--- src/rtl/trap_router_pkg.sv ---
package trap_router_pkg;

  localparam int TTW = 9;

  typedef enum logic [1:0] {
    RT_SUP = 2'd0,
    RT_HYP = 2'd1,
    RT_RCV = 2'd2,
    RT_OVF = 2'd3
  } route_t;

  typedef enum logic [1:0] {
    MD_USER = 2'd0,
    MD_SUP  = 2'd1,
    MD_HYP  = 2'd2
  } mode_t;

  localparam logic [63:0]    RCV_BASE   = 64'h0000_00FF_F000_0000;
  localparam logic [TTW-1:0] TT_RCV     = 9'd5;
  localparam logic [TTW-1:0] TT_GUARD   = 9'd2;
  localparam logic [TTW-1:0] TT_POWERUP = 9'd1;
  localparam logic [TTW-1:0] TT_HYP_MIN = 9'd384;

  // Trap number scaled to its 32-byte slot, kept inside 14 bits.
  function automatic logic [63:0] slot_off(input logic [TTW-1:0] tt);
    return 64'({tt, 5'b00000}) & 64'h3FFF;
  endfunction

  function automatic logic [63:0] rcv_vec(input logic [TTW-1:0] tt);
    return RCV_BASE | (slot_off(tt) & 64'h00FF);
  endfunction

  function automatic logic [63:0] hyp_vec(input logic [63:0] base,
                                          input logic [TTW-1:0] tt);
    return (base & ~64'h3FFF) | slot_off(tt);
  endfunction

  function automatic logic [63:0] sup_vec(input logic [63:0] base,
                                          input logic [TTW-1:0] tt,
                                          input logic nested);
    return (base & ~64'h7FFF) | (nested ? 64'h4000 : 64'h0) | slot_off(tt);
  endfunction

endpackage

--- src/rtl/trap_route_decide.sv ---
module trap_route_decide
  import trap_router_pkg::*;
#(
  parameter int MAX_TL  = 6,
  parameter int MAX_PTL = 2,
  parameter int TLW     = 3
) (
  input  logic           hpriv,
  input  logic           priv,
  input  logic           red,
  input  logic [TLW-1:0] tl,
  input  logic [TTW-1:0] tt,
  input  logic [1:0]     tgt,
  output mode_t          cur_mode,
  output mode_t          svc_level,
  output route_t         route,
  output logic [TTW-1:0] eff_tt,
  output logic           nested
);

  localparam logic [TLW-1:0] TL_RCV = TLW'(MAX_TL - 1);
  localparam logic [TLW-1:0] TL_TOP = TLW'(MAX_TL);
  localparam logic [TLW-1:0] TL_PTL = TLW'(MAX_PTL);

  logic rcv_hit, ovf_hit, guard_hit, hyp_hit;

  always_comb begin
    if (hpriv)     cur_mode = MD_HYP;
    else if (priv) cur_mode = MD_SUP;
    else           cur_mode = MD_USER;
  end

  always_comb begin
    unique case (tgt)
      2'd0:    svc_level = MD_SUP;
      2'd1:    svc_level = (cur_mode == MD_USER) ? MD_SUP : MD_HYP;
      default: svc_level = MD_HYP;
    endcase
  end

  assign rcv_hit   = red || (tl == TL_RCV);
  assign ovf_hit   = (tl == TL_TOP);
  assign guard_hit = (tl > TL_PTL) && (svc_level == MD_SUP);
  assign hyp_hit   = (svc_level == MD_HYP) || (tt >= TT_HYP_MIN);
  assign nested    = (tl != '0);

  always_comb begin
    route  = RT_SUP;
    eff_tt = tt;
    if (rcv_hit) begin
      route  = RT_RCV;
      eff_tt = TT_RCV;
    end else if (ovf_hit) begin
      route  = RT_OVF;
    end else if (guard_hit) begin
      route  = RT_HYP;
      eff_tt = TT_GUARD;
    end else if (hyp_hit) begin
      route  = RT_HYP;
    end
  end

  // hypervisor bit dominates the supervisor bit
  always_comb begin
    if (hpriv) a_r1_mode_prio: assert (cur_mode == MD_HYP);
  end

endmodule

--- src/rtl/trap_vec_gen.sv ---
module trap_vec_gen
  import trap_router_pkg::*;
#(
  parameter int ADDRW = 64
) (
  input  route_t           route,
  input  logic [TTW-1:0]   tt,
  input  logic             nested,
  input  logic [ADDRW-1:0] sup_base,
  input  logic [ADDRW-1:0] hyp_base,
  output logic [ADDRW-1:0] pc,
  output logic [ADDRW-1:0] npc
);

  localparam int           INSN_BYTES = 4;
  localparam logic [63:0]  ZERO64     = 64'd0;

  logic [63:0] pc_wide;

  always_comb begin
    unique case (route)
      RT_RCV:  pc_wide = rcv_vec(tt);
      RT_HYP:  pc_wide = hyp_vec(64'(hyp_base), tt);
      RT_SUP:  pc_wide = sup_vec(64'(sup_base), tt, nested);
      default: pc_wide = ZERO64;
    endcase
  end

  assign pc  = ADDRW'(pc_wide);
  assign npc = (route == RT_OVF) ? '0 : pc + ADDRW'(INSN_BYTES);

endmodule

--- src/rtl/trap_router.sv ---
module trap_router
  import trap_router_pkg::*;
#(
  parameter int MAX_TL  = 6,
  parameter int MAX_PTL = 2,
  parameter int MAX_GL  = 3,
  parameter int ADDRW   = 64,
  parameter int TLW     = $clog2(MAX_TL + 1),
  parameter int GLW     = $clog2(MAX_GL + 1)
) (
  input  logic             clk,
  input  logic             rst_n,
  input  logic             trap_req,
  input  logic             por_req,
  input  logic             cur_hpriv,
  input  logic             cur_priv,
  input  logic             cur_red,
  input  logic [TLW-1:0]   trap_lvl,
  input  logic [8:0]       trap_num,
  input  logic [1:0]       tgt_code,
  input  logic [ADDRW-1:0] sup_base,
  input  logic [ADDRW-1:0] hyp_base,
  output logic             vec_valid,
  output logic [1:0]       vec_route,
  output logic [8:0]       vec_tt,
  output logic [ADDRW-1:0] vec_pc,
  output logic [ADDRW-1:0] vec_npc,
  output logic             err_flag,
  output logic             por_load,
  output logic [TLW-1:0]   rst_tl,
  output logic [GLW-1:0]   rst_gl,
  output logic [5:0]       rst_flags
);

  // {fp_en, sup, recovery, hyp, brk_en, tl0_watch}
  localparam logic [5:0] POR_FLAGS = 6'b111100;

  mode_t            cur_mode, svc_level;
  route_t           dec_route, sel_route;
  logic [TTW-1:0]   dec_tt, sel_tt;
  logic             dec_nested;
  logic [ADDRW-1:0] nxt_pc, nxt_npc;
  logic             take_trap, ovf_event;

  trap_route_decide #(.MAX_TL(MAX_TL), .MAX_PTL(MAX_PTL), .TLW(TLW)) u_decide (
    .hpriv     (cur_hpriv),
    .priv      (cur_priv),
    .red       (cur_red),
    .tl        (trap_lvl),
    .tt        (trap_num),
    .tgt       (tgt_code),
    .cur_mode  (cur_mode),
    .svc_level (svc_level),
    .route     (dec_route),
    .eff_tt    (dec_tt),
    .nested    (dec_nested)
  );

  assign sel_route = por_req ? RT_RCV : dec_route;
  assign sel_tt    = por_req ? TT_POWERUP : dec_tt;
  assign take_trap = trap_req && !por_req;
  assign ovf_event = take_trap && (dec_route == RT_OVF);

  trap_vec_gen #(.ADDRW(ADDRW)) u_vec (
    .route    (sel_route),
    .tt       (sel_tt),
    .nested   (dec_nested),
    .sup_base (sup_base),
    .hyp_base (hyp_base),
    .pc       (nxt_pc),
    .npc      (nxt_npc)
  );

  logic   valid_q, por_q, err_q;
  route_t route_q;
  logic [TTW-1:0]   tt_q;
  logic [ADDRW-1:0] pc_q, npc_q;

  always_ff @(posedge clk or negedge rst_n) begin
    if (!rst_n) begin
      valid_q <= 1'b0;
      por_q   <= 1'b0;
      err_q   <= 1'b0;
      route_q <= RT_SUP;
      tt_q    <= '0;
      pc_q    <= '0;
      npc_q   <= '0;
    end else begin
      valid_q <= trap_req || por_req;
      por_q   <= por_req;
      err_q   <= err_q || ovf_event;
      if (trap_req || por_req) begin
        route_q <= sel_route;
        tt_q    <= sel_tt;
        pc_q    <= nxt_pc;
        npc_q   <= nxt_npc;
      end
    end
  end

  assign vec_valid = valid_q;
  assign vec_route = route_q;
  assign vec_tt    = tt_q;
  assign vec_pc    = pc_q;
  assign vec_npc   = npc_q;
  assign err_flag  = err_q;
  assign por_load  = por_q;
  assign rst_tl    = por_q ? TLW'(MAX_TL) : '0;
  assign rst_gl    = por_q ? GLW'(MAX_GL) : '0;
  assign rst_flags = por_q ? POR_FLAGS : '0;

  a_r10_valid_follows_req: assert property (@(posedge clk) disable iff (!rst_n)
    (trap_req || por_req) |=> vec_valid);
  a_r10_idle_no_valid: assert property (@(posedge clk) disable iff (!rst_n)
    (!trap_req && !por_req) |=> !vec_valid);
  a_r3_err_sticky: assert property (@(posedge clk) disable iff (!rst_n)
    err_flag |=> err_flag);
  a_r3_ovf_sets_err: assert property (@(posedge clk) disable iff (!rst_n)
    (vec_valid && vec_route == RT_OVF) |-> err_flag);
  a_r8_npc_step: assert property (@(posedge clk) disable iff (!rst_n)
    (vec_valid && vec_route != RT_OVF) |-> (vec_npc == vec_pc + ADDRW'(4)));
  a_r2_rcv_base: assert property (@(posedge clk) disable iff (!rst_n)
    (vec_valid && vec_route == RT_RCV) |-> (64'(vec_pc) & ~64'hFF) == RCV_BASE);
  a_r9_por_route: assert property (@(posedge clk) disable iff (!rst_n)
    por_req |=> (por_load && vec_route == RT_RCV && vec_tt == TT_POWERUP));
  a_r6_hyp_slot_align: assert property (@(posedge clk) disable iff (!rst_n)
    (vec_valid && vec_route == RT_HYP) |-> vec_pc[4:0] == 5'd0);

endmodule

--- config.mk ---
export PLATFORM = sky130hd
export DESIGN_NAME = trap_router
export DESIGN_NICKNAME = d
export VERILOG_FILES = /design/src/rtl/trap_router_pkg.sv /design/src/rtl/trap_route_decide.sv /design/src/rtl/trap_vec_gen.sv /design/src/rtl/trap_router.sv
export SDC_FILE = /design/constraint.sdc
export NUM_CORES = 1
export LEC_CHECK = 0
export BUFFER_PORTS_ARGS = -buffer_cell sky130_fd_sc_hd__buf_4
export CAP_MARGIN = 10
export CORE_MARGIN = 1.5
export CORE_UTILIZATION = 40
export CTS_CLUSTER_SIZE = 20
export DETAILED_ROUTE_END_ITERATION = 7
export HOLD_SLACK_MARGIN = 0.03
export PLACE_DENSITY_LB_ADDON = 0.1
export SLEW_MARGIN = 25
export SYNTH_ARGS = -nofsm -noshare
export SYNTH_HDL_FRONTEND = slang
export SYNTH_SLANG_ARGS = --single-unit
--- constraint.sdc ---
create_clock -name clk -period 0.8 [get_ports clk]
set_input_delay 0.04 -clock clk [delete_from_list [all_inputs] [get_ports clk]]
set_output_delay 0.04 -clock clk [all_outputs]
set_load 0.01 [all_outputs]
==> impl_metrics.py, run 1 <==
metrics = {
    "logic_synthesis": {
        "synth_edf_count": 0,
        "synth_top_area_share_pct": 57.9,
        "synth_ff_type": "dfrtp_1",
        "ys_seq_area_share_pct": 57.9,
        "ys_types": 40,
        "ys_warn_count": 0,
        "syn_area_um2": 5230,
        "synth_area_leaders": "dfrtp_1 (58%), mux2i_1 (7.3%), nand2_1 (6.5%), o21ai_0 (6.5%), buf_4 (4.6%)",
        "syn_inst": 503,
        "synth_seq_cells": 121,
        "synth.avg_cell_area_um2": 10.4,
        "yosysTopAreaCell": "dfrtp_1",
        "async_flop_share_pct": 100,
    },
    "setup_path": {
        "cp-startpoint": "por_load",
        "r2r_cells": 4,
        "crit_fanout": 9,
        "endpoint": "rst_gl[1]",
        "reg2reg_to": "vec_npc[26]",
        "critPathCaptureType": "output pin",
        "path_class": "flip-flop to output pin",
        "regToRegStartpoint": "vec_npc[26]",
        "required_ns": 0.76,
        "cp.arrival_ns": 1.04,
        "critical_path.top_delay_family": "flip-flops",
        "path_cells": "buf_4",
        "critPathSlowestCell": "dfrtp_2",
        "slowest_delay_ns": 0.46,
        "rrSetupSlack_ns": -0.12,
        "startpoint_type": "flip-flop",
        "cp_num_buf_inv": 1,
        "worst-path-stages": 1,
    },
    "placed_design": {
        "gp_congestion": 0.802,
        "preCtsSetupSlack_ns": -0.614,
        "io_buffer_count": 260,
        "placed_cell_area_um2": 7670,
        "hpwl_um": 11300,
    },
    "detailed_routing": {
        "remaining_drc_errors": 0,
        "vias_per_cell": 5.36,
        "num_vias": 6137,
        "dr.pass1.iters": 5,
        "wire_per_inst_um": 21.8,
        "initialDrtViolationCount": 386,
        "antenna_left": 0,
        "wirelength_um": 25000,
    },
    "sta": {
        "drv_slew": 0,
        "min_period_ns": 1.08,
        "fmax_ghz": 0.926,
        "setup_viol_count_final": 258,
        "timing.final.crit_share_pct": 135,
        "final.setup_skew_ns": 0,
        "hold_viol_final": 0,
        "rsz0062_at_grt": "true",
        "setup_ws_ns": -0.280,
    },
    "cts": {
        "root_buffer": "clkbuf_16",
        "cts_max_level": 4,
        "cts_sinks": 121,
        "cts_buffers": 17,
        "clk_pin_slew_worst_paths_ns": 0.05,
        "cts_tree": "done",
        "clk_path_buf_depth": 2,
        "insertion_delay_ns": 0.41,
    },
    "global_routing": {
        "grt_overflow": 0,
        "grt_max_degree": 39,
        "grt_usage_pct": 30.7,
        "grt_pass1_vias": 6230,
        "grt_pass1_wl_um": 32700,
        "antenna_found_initial": 0,
    },
    "layout": {
        "seq_area_um2": 3030,
        "design_area_um2": 11500,
        "areaGrowthSynthToFinish_pct": 120,
        "diodes": 0,
        "layout-drive-gt1-share_pct": 53.8,
        "final_cell_mix": "buf_4 (201), buf_6 (155), dfrtp_1 (118)",
        "fill_cells": 476,
        "multi_input_area_um2": 2700,
        "fin_nets": 1110,
        "mostFrequentLayoutCell": "buf_4",
    },
    "power_and_ir_drop": {
        "p_leak_nw": 5.38,
        "power.density_nw_per_um2": 1590,
        "vdd_drop_max_uv": 1400,
    },
    "die": {
        "start_util_pct": 41.3,
        "core_um2": 12700,
        "io_pins": 302,
        "row_count": 41,
        "die_width_um": 117,
        "die-area_um2": 13800,
        "die_h_um": 117,
    },
    "run_status": {
        "failed_checks": "setup timing",
        "status": "complete, but fails checks",
    },
    "min_path": {
        "hp-class": "input port to async pin",
    },
    "flow_run": {
        "drv_cap": 0,
    },
}
==> synth_stat cells (all sizes together), types with 3 or more instances <==
master  number
dfrtp      121
a211oi       3
mux2i       38
o21ai       81
o21a         4
a21o         4
nor2        23
nand3       13
clkbuf      18
a31oi       14
nand2       91
a22o        18
buf         46
nor3         3
nand4        5
==> where the power goes <==
part | total [mW] | internal (mW) | switching [mW] | leakage (nW)
clock | 7.71 | 4.96 | 2.74 | 0.288
sequential | 6.63 | 6.38 | 0.248 | 1.57
combinational | 3.99 | 2.27 | 1.72 | 3.52
total | 18.3 | 13.6 | 4.71 | 5.38
==> worst register-to-register path, cell delays in order (launching register included) <==
cell	delay (ns)
dfrtp_1	0.41
buf_4	0.15
buf_4	0.12
nand2_1	0.09
o21ai_2	0.06
==> per-layer routing <==
metal | share of wire [%] | up-vias | global-route usage [%]
met4 | 5.8 | 0 | 17.1
met2 | 52 | 378 | 53.7
met1 | 35 | 3012 | 33.7
li1 | - | 2632 | -
met3 | 7.5 | 115 | 8.27
met5 | 0 | - | 0
==> logic make-up (layout without fill, tap and decap cells) <==
logic type | after synthesis | in the layout | synth area share (%)
buffers and inverters | 67 | 526 | 7.67
and+or+nand+nor | 143 | 143 | 11.6
muxes | 38 | 38 | 7.27
other | 1 | 12 | 0.0717
xor gates and xnor gates | 1 | 1 | 0.167
AOI/OAI and AO/OA | 132 | 132 | 15.4
DFF | 121 | 121 | 57.9
==> cell type report <==
cell class	count	share of cell area [%]
flip-flops and latches	121	26.4
well taps	172	1.87
inverters	3	0.120
multi-input cells	326	23.5
clock buffers	24	4.37
repair buffers	492	42.9
clock inverters	7	0.784
==> metrics by stage <==
stage | hold slack, ns | util [%] | TNS [ns] | total power [mW] | std cells
2_1_floorplan | -0.256 | - | -37.49 | 7.59 | 514
3_3_place_gp | -0.0598 | 60.5 | -60.02 | 8.93 | 929
3_5_place_dp | -0.0611 | 60.5 | -63.63 | 8.97 | 929
4_1_cts | 0.0313 | 84.5 | -36.95 | 17.7 | 1114
5_1_grt | 0.0898 | 90.7 | -48.45 | 18.9 | 1145
6_report | 0.0765 | 90.7 | -42.28 | 18.3 | 1145
==> repair_timing <==
item,4_1_cts,5_1_grt
setup buffers,41,35
endpoints found under the hold margin,231,0
resized for setup,239,102
setup endpoints to repair,250,259
cloned,6,4
hold buffers,109,0
pin swaps,27,30
==> sequential cells by signal, summed over array words and instances, names as in the netlist <==
| name | flops |
|---|---|
| err_flag | 1 |
| por_load | 1 |
| vec_npc | 60 |
| vec_pc | 47 |
| vec_route | 2 |
| vec_tt | 9 |
| vec_valid | 1 |
==> worst min path at each step <==
stage                  endpoint  slack (ns)  depth (start not counted)
global route        vec_npc[11]        0.09                          2
detailed placement  vec_npc[11]       -0.06                          1
global placement    vec_npc[11]       -0.06                          1
finish              vec_npc[13]        0.08                          2
floorplan              err_flag       -0.26                          0
CTS                  vec_npc[7]        0.03                          4
Note: power is estimated with default switching activity, not from simulation.
==> inputs of run 2 (changes only) <==
==> constraint.sdc (replaced) <==
create_clock -name clk -period 0.8 [get_ports clk]
set_input_delay 0.04 -clock clk [delete_from_list [all_inputs] [get_ports clk]]
set_output_delay 0.04 -clock clk [all_outputs]
set_load 0.1 [all_outputs]
==> run 2 against run 1 <==
Against the previous run:
- the run now fails in global routing
- synthesized cell count unchanged
- area after synthesis unchanged
==> impl_metrics.py, run 2 <==
metrics = {
    "placed_design": {
        "dp.cells": 933,
        "gp_congestion": 0.813,
        "hpwl_um": 11500,
        "io_buffer_count": 260,
    },
    "cts": {
        "cts_buffers": 17,
        "clk_path_buf_depth": 2,
        "root_buffer": "clkbuf_16",
        "cts_sinks": 121,
        "cts_max_level": 4,
    },
    "logic_synthesis": {
        "synth_edf_count": 0,
        "ys_warn_count": 0,
        "async_flop_share_pct": 100,
        "syn_area_um2": 5230,
        "synth_ff_type": "dfrtp_1",
        "syn_inst": 503,
        "synth.most_common_cell": "dfrtp_1",
        "synth_area_leaders": "dfrtp_1 (58%), mux2i_1 (7.3%), nand2_1 (6.5%), o21ai_0 (6.5%), buf_4 (4.6%)",
        "synth_top_area_share_pct": 57.9,
        "ys_seq_area_share_pct": 57.9,
        "synth_seq_cells": 121,
        "synth.avg_cell_area_um2": 10.4,
        "ys_types": 40,
        "ys_top_cells_by_count": "dfrtp_1 (121), nand2_1 (91), o21ai_0 (68)",
        "yosysTopAreaCell": "dfrtp_1",
    },
    "run_status": {
        "status": "did not finish",
        "haltStage": "global routing",
        "error": "[ERROR DPL-0038] Utilization greater than 100%, impossible to legalize",
    },
    "die": {
        "io_pins": 302,
        "row_count": 41,
        "die_width_um": 117,
        "die_h_um": 117,
        "start_util_pct": 41.3,
    },
    "global_routing": {
        "grt_max_degree": 43,
    },
    "sta": {
        "worstEpCategory": "output port",
        "grt_repair_worst_endpoint": "rst_tl[2]",
    },
}
## run 2: cell counts after synthesis
No cell type changed its count.
## run 2: kinds of logic after synthesis
family | Yosys count | synth area share (%)
AND/OR/NAND/NOR | 143 | 11.6
AO/OA/AOI/OAI | 132 | 15.4
flip-flops | 121 | 57.9
buffers and inverters | 67 | 7.67
multiplexers | 38 | 7.27
XOR/XNOR | 1 | 0.167
other | 1 | 0.0717
## run 2: repair_timing
action	in CTS
setup buffers	25
hold buffers	109
pin swaps	37
setup endpoints to repair	253
endpoints found under the hold margin	233
gates cloned	12
resized for setup	469
## run 2: per-stage QoR
| stage | cell area, um2 | worst slack, ns |
|---|---|---|
| 2_1_floorplan | 5880 | -0.373 |
| 3_3_place_gp | 7910 | -0.604 |
| 3_5_place_dp | 7910 | -0.623 |
| 4_1_cts | 12000 | -0.419 |
==> inputs of run 3 (changes only) <==
--- a/config.mk
+++ b/config.mk
@@ -8,11 +8,9 @@
 export BUFFER_PORTS_ARGS = -buffer_cell sky130_fd_sc_hd__buf_4
 export CAP_MARGIN = 10
 export CORE_MARGIN = 1.5
-export CORE_UTILIZATION = 40
-export CTS_CLUSTER_SIZE = 20
+export CORE_UTILIZATION = 25
 export DETAILED_ROUTE_END_ITERATION = 7
-export HOLD_SLACK_MARGIN = 0.03
-export PLACE_DENSITY_LB_ADDON = 0.1
+export PLACE_DENSITY_LB_ADDON = 0.15
 export SLEW_MARGIN = 25
 export SYNTH_ARGS = -nofsm -noshare
 export SYNTH_HDL_FRONTEND = slang
==> constraint.sdc (replaced) <==
create_clock -name clk -period 1 [get_ports clk]
set_input_delay 0.05 -clock clk [delete_from_list [all_inputs] [get_ports clk]]
set_output_delay 0.05 -clock clk [all_outputs]
set_load 0.1 [all_outputs]
==> run 3 against run 2 <==
Against the previous run:
- the flow now finishes, with violations (setup timing)
==> impl_metrics.py, run 3 (synthesis results as in run 1) <==
metrics = {
    "run_status": {
        "status": "complete, but fails checks",
        "failed_checks": "setup timing",
    },
    "power_and_ir_drop": {
        "power.share.clock_pct": 38.4,
        "seq_power_share_pct": 32.0,
        "combPwrFrac_pct": 29.6,
        "vdd_drop_max_uv": 1060,
        "intPower_mw": 11.2,
        "p_sw_mw": 5.62,
        "switching_share_pct": 33.4,
        "power.density_nw_per_um2": 1420,
        "p_leak_nw": 5.30,
    },
    "detailed_routing": {
        "antenna_left": 0,
        "initialDrtViolationCount": 164,
        "remaining_drc_errors": 0,
        "vias_per_cell": 4.51,
        "wire_per_inst_um": 17.2,
        "num_vias": 5411,
        "top_layer_used": "met4",
        "drt-met1-wl_um": 8130,
        "wl_met3_um": 1610,
        "met2_length_um": 10700,
        "dr.pass1.iters": 4,
        "wirelength_um": 20700,
    },
    "die": {
        "start_util_pct": 25.7,
        "row_count": 52,
        "core_um2": 20400,
        "die-area_um2": 21800,
        "die_h_um": 148,
        "io_pins": 302,
        "die_width_um": 148,
    },
    "layout": {
        "fin_nets": 1065,
        "multi_input_area_um2": 2180,
        "final_cell_mix": "buf_4 (177), buf_12 (143), dlygate4sd3_1 (109)",
        "areaGrowthSynthToFinish_pct": 126,
        "diodes": 0,
        "design_area_um2": 11800,
        "fill_cells": 1584,
        "finalNonFillerCells": 1199,
        "layout-drive-gt1-share_pct": 50.5,
        "mostFrequentLayoutCell": "buf_4",
        "seq_area_um2": 3130,
        "largest_register_ffs": 60,
    },
    "flow_run": {
        "drv_cap": 0,
    },
    "placed_design": {
        "gp_congestion": 0.745,
        "hpwl_um": 12200,
        "dp.cells": 1031,
        "placed_cell_area_um2": 7830,
        "io_buffer_count": 260,
    },
    "sta": {
        "fmax_ghz": 0.820,
        "drv_slew": 0,
        "final.setup_skew_ns": 0,
        "setup_viol_count_final": 141,
        "setup_ws_ns": -0.220,
        "rsz0062_at_grt": "true",
        "hold_viol_final": 0,
        "fin_tns_setup_ns": -12.18,
        "timing.final.crit_share_pct": 122,
        "min_period_ns": 1.22,
    },
    "setup_path": {
        "critPathSlowestCell": "dfrtp_4",
        "path_cells": "buf_6",
        "path_class": "flip-flop to output pin",
        "slowest_delay_ns": 0.55,
        "crit_fanout": 9,
        "critPathCaptureType": "output pin",
        "cp.arrival_ns": 1.17,
        "startpoint_type": "flip-flop",
        "critical_path.top_delay_family": "flip-flops",
        "cp_num_buf_inv": 1,
        "required_ns": 0.95,
    },
    "cts": {
        "clk_path_buf_depth": 2,
        "cts_tree": "done",
        "insertion_delay_ns": 0.41,
        "cts_buffers": 17,
        "cts_max_level": 4,
        "root_buffer": "clkbuf_16",
        "clk_pin_slew_worst_paths_ns": 0.05,
        "cts_sinks": 121,
    },
    "global_routing": {
        "grt_pass1_wl_um": 31100,
        "grt_overflow": 0,
        "antenna_found_initial": 0,
        "grt_pass1_vias": 5879,
        "grt_usage_pct": 18.1,
        "grt_max_degree": 43,
    },
    "min_path": {
        "hp-class": "input port to flip-flop",
    },
}
## run 3: area by class of cell
class | instances | share of cell area [%]
clock buffer | 20 | 3.86
clock inverter | 12 | 1.40
inverter | 3 | 0.106
multi-input combinational | 326 | 18.4
sequential | 121 | 26.5
tap | 270 | 2.86
timing repair buffer | 447 | 46.9
## run 3: worst paths after layout
check / from / end / slack, ns / depth (start not counted)
max: por_load / rst_flags[5] / -0.22 / 1
min in group asynchronous: rst_n / vec_npc[10] / 0.08 / 2
max in group asynchronous: rst_n / vec_npc[39] / 0.36 / 3
max reg2reg: vec_npc[58] / vec_npc[58] / 0.12 / 4
min reg2reg: vec_tt[1] / vec_tt[1] / 0.52 / 2
min: trap_req / vec_pc[7] / 0.05 / 4
## run 3: what timing repair did
action / in CTS / in global routing
setup endpoints to repair: 145 / 208
pin swaps: 0 / 5
buffers inserted: 9 / 12
resized for setup: 378 / 112
cloned: 0 / 6
hold buffers: 109 / 0
endpoints found under the hold margin: 230 / 0
## run 3: power by group through the flow
stage               combinational, mW  clock, mW  sequential, mW
finish                           4.98       6.46            5.40
global route                     5.18       6.79            5.42
CTS                              4.66       6.60            5.38
detailed placement               3.75          0            5.35
global placement                 3.73          0            5.34
floorplan                        1.13          0            6.83
## run 3: routing by layer
layer,track usage [%],vias up
met5,0,-
met4,5.20,0
met3,6.33,18
met2,32.0,233
met1,20.6,2621
li1,-,2539
## run 3: per-stage QoR
step	worst slack, ns	utilization (%)	hold slack [ns]	total power [mW]
finish	-0.220	58.1	0.0512	16.8
global placement	-0.451	38.4	-0.0416	9.07
detailed placement	-0.447	38.4	-0.0342	9.09
CTS	-0.242	54.8	0.0184	16.6
floorplan	-0.196	-	-0.246	7.95
global route	-0.256	58.1	0.0603	17.4
==> inputs of run 4 (changes only) <==
--- a/config.mk
+++ b/config.mk
@@ -9,6 +9,7 @@
 export CAP_MARGIN = 10
 export CORE_MARGIN = 1.5
 export CORE_UTILIZATION = 25
+export CTS_BUF_LIST = sky130_fd_sc_hd__clkbuf_16
 export DETAILED_ROUTE_END_ITERATION = 7
 export PLACE_DENSITY_LB_ADDON = 0.15
 export SLEW_MARGIN = 25
==> constraint.sdc (replaced) <==
create_clock -name clk -period 1.4 [get_ports clk]
set_input_delay 0.07 -clock clk [delete_from_list [all_inputs] [get_ports clk]]
set_output_delay 0.07 -clock clk [all_outputs]
set_load 0.1 [all_outputs]
==> run 4 against run 3 <==
Against the previous run:
- the flow now finishes without violations
- largest cell class unchanged
- sequential share of layout area rose by 6.9 points
- critical path depth did not move
- sequential cell count did not move
==> impl_metrics.py, run 4 (synthesis results as in run 1) <==
metrics = {
    "run_status": {
        "status": "complete, no violations",
    },
    "sta": {
        "hold_viol_final": 0,
        "timing.final.crit_share_pct": 87.6,
        "relSlewSlack_pct": 66.8,
        "hold_slack_ns": 0.00758,
        "final.setup_skew_ns": 0,
        "drv_slew": 0,
        "setup_viol_count_final": 0,
        "worst_pin_slew_ns": 0.497,
        "min_period_ns": 1.23,
        "fmax_ghz": 0.815,
        "setup_ws_ns": 0.173,
        "rsz0062_at_grt": "false",
    },
    "setup_path": {
        "regToRegStartpoint": "vec_npc[13]",
        "reg2reg_to": "vec_npc[13]",
        "cp_num_buf_inv": 1,
        "cp.arrival_ns": 1.16,
        "path_cells": "buf_4",
        "r2r_cells": 1,
        "critical_path.top_delay_family": "flip-flops",
        "path_class": "flip-flop to output pin",
        "crit_fanout": 9,
        "required_ns": 1.33,
        "slowest_delay_ns": 0.43,
        "rrSetupSlack_ns": 0.67,
        "startpoint_type": "flip-flop",
        "critPathSlowestCell": "dfrtp_2",
        "worst-path-stages": 1,
        "critPathCaptureType": "output pin",
    },
    "detailed_routing": {
        "remaining_drc_errors": 0,
        "num_vias": 5081,
        "antenna_left": 0,
        "dr.pass1.iters": 4,
        "wire_per_inst_um": 15.2,
        "wirelength_um": 17400,
        "initialDrtViolationCount": 197,
        "vias_per_cell": 4.44,
    },
    "die": {
        "io_pins": 302,
        "die_width_um": 148,
        "die_h_um": 148,
        "row_count": 52,
        "core_um2": 20400,
        "start_util_pct": 25.7,
        "die-area_um2": 21800,
    },
    "layout": {
        "final_util_pct": 44.8,
        "fin_nets": 1011,
        "layout-drive-gt1-share_pct": 38.6,
        "areaGrowthSynthToFinish_pct": 74.3,
        "final_cell_mix": "buf_4 (281), dfrtp_1 (108), dlygate4sd3_1 (103)",
        "mostFrequentLayoutCell": "buf_4",
        "largest_register_ffs": 60,
        "finalNonFillerCells": 1145,
        "diodes": 0,
    },
    "global_routing": {
        "grt_pass1_vias": 5231,
        "grt_max_degree": 64,
        "antenna_found_initial": 0,
        "grt_usage_pct": 15.8,
        "grt_pass1_wl_um": 27200,
        "grt_overflow": 0,
    },
    "cts": {
        "cts_tree": "done",
        "cts_buffers": 17,
        "clk_pin_slew_worst_paths_ns": 0.06,
        "post_cts_buffers": 0,
        "cts_max_level": 4,
        "cts_resized": 0,
        "root_buffer": "clkbuf_16",
        "cts_sinks": 121,
        "insertion_delay_ns": 0.40,
        "clk_path_buf_depth": 2,
    },
    "min_path": {
        "hold_depth": 3,
        "worst_hold_path.endpoint": "vec_npc[63]",
        "hp-class": "input port to flip-flop",
        "min-delay-start": "hyp_base[63]",
    },
    "power_and_ir_drop": {
        "power.density_nw_per_um2": 1160,
        "p_leak_nw": 4.58,
        "vdd_drop_max_uv": 744,
        "power_mw": 10.6,
    },
    "placed_design": {
        "io_buffer_count": 260,
        "dp.cells": 1010,
        "gp_congestion": 0.800,
        "hpwl_um": 11800,
        "preCtsSetupSlack_ns": -0.173,
    },
    "flow_run": {
        "drv_cap": 0,
    },
}
-- run 4: cell count changes in the layout (fill, tap and decap cells not counted), moves of 24 or more --
| cell | delta |
|---|---|
| o21ai_0 | +30 |
| buf_4 | +104 |
| dfrtp_1 | +44 |
| o21ai_1 | -24 |
| mux2i_1 | +25 |
| buf_12 | -134 |
| dfrtp_2 | -31 |
-- run 4: worst max-delay path by stage --
stage / start / end / slack [ns]
final: por_load / rst_flags[2] / 0.17
after global routing: por_load / rst_gl[0] / 0.12
after CTS: por_load / por_load / 0.14
after detailed placement: trap_num[8] / vec_pc[18] / -0.17
after global placement: cur_priv / vec_pc[18] / -0.17
after floorplan: trap_lvl[0] / vec_npc[35] / 0.07
-- run 4: metal layers --
| layer | share of wire (%) | vias up | global-route usage [%] |
|---|---|---|---|
| met4 | 1.2 | 0 | 5.05 |
| met1 | 42 | 2439 | 19.4 |
| met3 | 7.6 | 18 | 4.91 |
| met5 | 0 | - | 0 |
| met2 | 49 | 207 | 26.5 |
| li1 | - | 2417 | - |
-- run 4: per-stage QoR --
| stage | setup TNS (ns) | area [um2] |
|---|---|---|
| 2_1_floorplan | 0 | 5290 |
| 3_3_place_gp | -1.82 | 7550 |
| 3_5_place_dp | -2.10 | 7550 |
| 4_1_cts | 0 | 9120 |
| 5_1_grt | 0 | 9120 |
| 6_report | 0 | 9120 |
-- run 4: report_power, final --
group          internal, mW  switching (mW)
combinational         0.832            2.01
clock                  2.40            1.60
sequential             3.65          0.0922
-- run 4: cell type report --
type	count	area, um2
clock buffer	17	425
clock inverter	15	115
fill	1922	11200
inverter	3	11.3
multi-input combinational	326	1870
sequential	121	3040
tap	270	338
timing repair buffer	393	3320
-- run 4: what timing repair did --
action	CTS	global route
endpoints found under the hold margin	223	0
endpoints found under the setup margin	0	0
hold buffers	103	0
-- run 4: tightest hold or removal path: cells and delay by family --
family / cells / cell delay (ns)
mux: 1 / 0.07
compound gates: 1 / 0.16
buf+inv: 1 / 0.08
